### config.mk
export PLATFORM = sky130hd
export DESIGN_NAME = dcache_store_defer
export DESIGN_NICKNAME = d
export VERILOG_FILES = /design/src/rtl/dcache_store_defer.sv
export SDC_FILE = /design/constraint.sdc
export NUM_CORES = 1
export LEC_CHECK = 0
export CAP_MARGIN = 20
export CORE_MARGIN = 2
export CORE_UTILIZATION = 32
export CTS_CLUSTER_SIZE = 24
export DETAILED_ROUTE_END_ITERATION = 10
export GPL_TIMING_DRIVEN = 0
export PLACE_DENSITY_LB_ADDON = 0.25
export SLEW_MARGIN = 10
export SYNTH_ARGS = -nofsm -noshare
export SYNTH_HDL_FRONTEND = slang
export SYNTH_SLANG_ARGS = --single-unit
### constraint.sdc
create_clock -name clk -period 11.8 [get_ports clk]
set_input_delay 2.36 -clock clk [delete_from_list [all_inputs] [get_ports clk]]
set_output_delay 2.36 -clock clk [all_outputs]
set_load 0.1 [all_outputs]
### src/rtl/dcache_store_defer.sv
module dcache_store_defer #(
  parameter int AW = 32,
  parameter int DW = 32,
  parameter int IW = 6,
  parameter int OW = 2,
  localparam int BE  = DW / 8,
  localparam int BW  = $clog2(BE),
  localparam int WAW = IW + OW,
  localparam int TW  = AW - BW - WAW
) (
  input  logic           clk,
  input  logic           rst_n,
  input  logic           req_valid,
  input  logic           req_store,
  input  logic [AW-1:0]  req_addr,
  input  logic [DW-1:0]  req_wdata,
  input  logic [BE-1:0]  req_be,
  input  logic           flush,
  output logic           hit,
  output logic           miss,
  output logic [DW-1:0]  load_data,
  output logic [IW-1:0]  tag_idx,
  input  logic [TW-1:0]  tag_rd,
  input  logic           tag_rd_valid,
  output logic [WAW-1:0] data_rd_addr,
  input  logic [DW-1:0]  data_rd,
  output logic           data_wr_en,
  output logic [WAW-1:0] data_wr_addr,
  output logic [DW-1:0]  data_wr_data,
  output logic [BE-1:0]  data_wr_be
);

  logic [WAW-1:0] req_word;
  logic [TW-1:0]  req_tag;
  logic           unused_lsb;

  logic           pend_v;
  logic [TW-1:0]  pend_tag;
  logic [WAW-1:0] pend_word;
  logic [DW-1:0]  pend_data;
  logic [BE-1:0]  pend_be;

  logic st_req, st_hit, match;

  assign req_word   = req_addr[BW +: WAW];
  assign req_tag    = req_addr[AW-1 -: TW];
  assign unused_lsb = ^req_addr[BW-1:0];

  assign tag_idx      = req_word[WAW-1 -: IW];
  assign data_rd_addr = req_word;

  assign hit    = req_valid && tag_rd_valid && (tag_rd == req_tag);
  assign miss   = req_valid && !hit;
  assign st_req = req_valid && req_store;
  assign st_hit = st_req && hit;
  assign match  = pend_v && (pend_tag == req_tag) && (pend_word == req_word);

  for (genvar b = 0; b < BE; b++) begin : g_lane
    assign load_data[8*b +: 8] = (match && pend_be[b]) ? pend_data[8*b +: 8]
                                                         : data_rd[8*b +: 8];
  end

  assign data_wr_en   = pend_v && (st_hit || (flush && !st_req));
  assign data_wr_addr = pend_word;
  assign data_wr_data = pend_data;
  assign data_wr_be   = pend_be;

  always_ff @(posedge clk) begin
    if (!rst_n)          pend_v <= 1'b0;
    else if (st_hit)     pend_v <= 1'b1;
    else if (data_wr_en) pend_v <= 1'b0;
  end

  always_ff @(posedge clk) begin
    if (st_hit) begin
      pend_tag  <= req_tag;
      pend_word <= req_word;
      pend_data <= req_wdata;
      pend_be   <= req_be;
    end
  end

endmodule

==> results.md <==
- Resized cells post-CTS: 0
- Post-route ant nets: 0
- Most used cell along the critical path: clkdlybuf4s50_1
- FF-to-FF End: pend_v$_SDFFE_PN0P_
- Worst R2R Start: pend_v$_SDFFE_PN0P_
- Placed Area: 5570 um^2
- First-pass GRT wire length: 12,400 um
- Layout area overhead: 82.1%
- Crit end category: output pin
- Setup Fix Bufs, Post-CTS: 0
- Largest net degree at the start of global routing: 15
- IO Pins: 221
- Max Buffers Root-to-Sink: 2
- Final Hold Fails: 0
- I/O Buffers: 218
- Top FF cell, synth: edfxtp_1
- GRT Total Usage: 15.6%
- Worst Path Arrival: 6000 ps
- CP max stage cell: clkdlybuf4s50_1
- Sequential area share after synthesis: 63.6%
- Measured slew at the worst slew-check pin: 1020 ps
- Share of layout cells above drive strength 1: 16.1%
- Initial core utilization: 32.6%
- TritonCTS clock tree: done
- Critical Path RT: 9440 ps
- Max Freq: 120 MHz
- Synth area leader: edfxtp_1
- Rel. slew slack: 31.7%
- EDFF count, synth: 66
- Avg Inst Size Synth: 16.0 um^2
- Cell Area, Synth: 3150 um^2
- Initial antenna violation count: 0
- P per Cell Area: 99.9 nW/um^2
- GR Overflow Total: 0
- DRC violation count after routing: 0
- Leak: 2.02 nW
- Post-synth cell types: 17
- Setup TNS: 0 ps
- Synth top area cells: edfxtp_1 (63%), mux2_2 (11%), xnor2_1 (9.7%), xor2_1 (4.7%), buf_4 (3.3%)
- Crit Path Max Fanout: 12
- Num CTS Buffers: 9
- Initial drt markers: 61
- Worst Setup SP: req_addr[19]
- Outcome: finished clean
- Die area: 10,600 um^2
- Row cnt: 36
- Synth Register Bits: 67
- VDD IR max: 58.1 uV
- Chip Height: 103 um
- Levels on crit path: 8
- Startpoint class of the critical path: input pin
- Worst Path Class, Setup: in -> out
- Number of inserted diodes: 0
- Buf+Inv Stages, Crit Path: 3
- Most common cell after layout, fill and taps aside: clkdlybuf4s50_1
- Reg2Reg Depth: 2
- Chip width: 103 um
- Vias per cell: 4.41
- Clk sink count: 67
- Total number of vias: 2,506
- Final Net Count: 558
- Worst path cell trace: clkdlybuf4s50_1 -> xor2_1 -> nor4_1 -> nand4_1 -> nor4_4 -> buf_6 -> o21a_1 -> clkdlybuf4s50_1
- Worst stage delay on the critical path: 1150 ps
- Clock Latency Late Sink: 320 ps
- Yosys top cell area share: 63.0%
- Drt pass-1 iters: 4
- R2R Setup Slk: 11,060 ps
- Yosys warnings: 0
- Final Slew Violations: 0
- CTS Root Cell: clkbuf_8
- Max-Cap Viols: 0
- Largest delay contributor family on the critical path: buffers and inverters
- Final setup fails: 0
- Core area: 9640 um^2
- Period minus WS final: 8360 ps
- Most frequent cells in the layout: clkdlybuf4s50_1 (218), edfxtp_1 (66), xnor2_1 (35)
- Final HPWL DP: 7220 um
- Total wire length: 8800 um
- Mapped Nets: 324
- Hold_buf cts: 0
- Final worst path period share: 70.9%
- Fillers: 821
- Htree depth: 3
- Wirelength per Cell: 15.5 um
- Unrepaired setup endpoints after global routing: no
- Finished layout cell area: 5730 um^2
- Clk_skew: 0 ps
- Clock-pin slew on the worst setup and hold paths: 60 ps
- RePlAce Congestion: 0.683
- Worst Setup EP: data_wr_en
- Vias in the first global route: 2,527
- Async set or reset register ratio after synthesis: 0%
- HP Class: reg -> reg
- Post-Syn Instances: 196
==> final cells by class <==
class	instances	area (um^2)	area share [%]
repair buffers	223	2240	39.1
flip-flops and latches	67	2000	35.0
multi-input cells	115	1050	18.4
well taps	133	166	2.91
clock buffers	11	131	2.29
plain buffers	14	105	1.84
clock inverters	5	30.0	0.524
==> synthesized netlist by cell type, types with 2 or more instances <==
library cell and count:
mux2_2 32, xnor2_1 35, nand4_1 10, xor2_1 17, nor2_1 3, nand4_2 4
buf_4 14, nor3_1 2, nor4_1 4, nor2b_1 2, edfxtp_1 66, o21a_1 2
==> state kept, by name, indices dropped and copies added, names as in the netlist <==
name          flops
pend_v            1
data_wr_addr      8
data_wr_data     32
data_wr_be        4
pend_tag         22
==> worst min-delay path by stage <==
stage / start / end / slack [ps] / depth (start not counted)
finish: pend_v$_SDFFE_PN0P_ / pend_v$_SDFFE_PN0P_ / 670 / 2
global route: pend_v$_SDFFE_PN0P_ / pend_v$_SDFFE_PN0P_ / 700 / 2
CTS: pend_v$_SDFFE_PN0P_ / pend_v$_SDFFE_PN0P_ / 680 / 2
detailed placement: pend_v$_SDFFE_PN0P_ / pend_v$_SDFFE_PN0P_ / 650 / 2
global placement: pend_v$_SDFFE_PN0P_ / pend_v$_SDFFE_PN0P_ / 580 / 2
floorplan: pend_v$_SDFFE_PN0P_ / pend_v$_SDFFE_PN0P_ / 570 / 2
==> metrics by stage <==
step / worst slack, ps / hold slack [ps] / instances / total power, mW / utilization, %
2_1_floorplan: 1720 / 566 / 196 / 0.350 / -
3_3_place_gp: -1280 / 582 / 547 / 0.412 / 57.1
3_5_place_dp: 3320 / 650 / 552 / 0.414 / 57.7
4_1_cts: 3310 / 680 / 568 / 0.579 / 59.4
5_1_grt: 3220 / 702 / 568 / 0.594 / 59.4
6_report: 3440 / 672 / 568 / 0.572 / 59.4
==> routing by layer <==
metal	up-vias	GRT usage (%)	part of all wire [%]
met3	8	3.19	8.1
li1	1192	-	-
met1	1179	18.7	38
met5	-	0	0
met2	127	27.6	53
met4	0	5.47	1.1
==> kinds of logic (layout without fill, tap and decap cells) <==
family	Yosys count	in the layout	share of synthesized area [%]
buffers and inverters	14	253	3.34
flip-flops	67	67	63.6
AO/OA/AOI/OAI	2	2	0.477
multiplexers	32	32	11.5
AND/OR/NAND/NOR	29	29	6.60
XOR/XNOR	52	52	14.5
==> tightest hold or removal path, delay by kind of cell, from the launching register on <==
kind | cells | cell delay (ps)
simple gates | 1 | 150
flops | 1 | 360
compound gates | 1 | 130
==> power breakdown <==
part / internal, mW / switching, mW / total, mW
Combinational: 0.0636 / 0.0839 / 0.147
Clock: 0.0754 / 0.0882 / 0.164
Sequential: 0.261 / 0.00000000874 / 0.261
Total: 0.400 / 0.172 / 0.572
(Power assumes the default switching activity.)
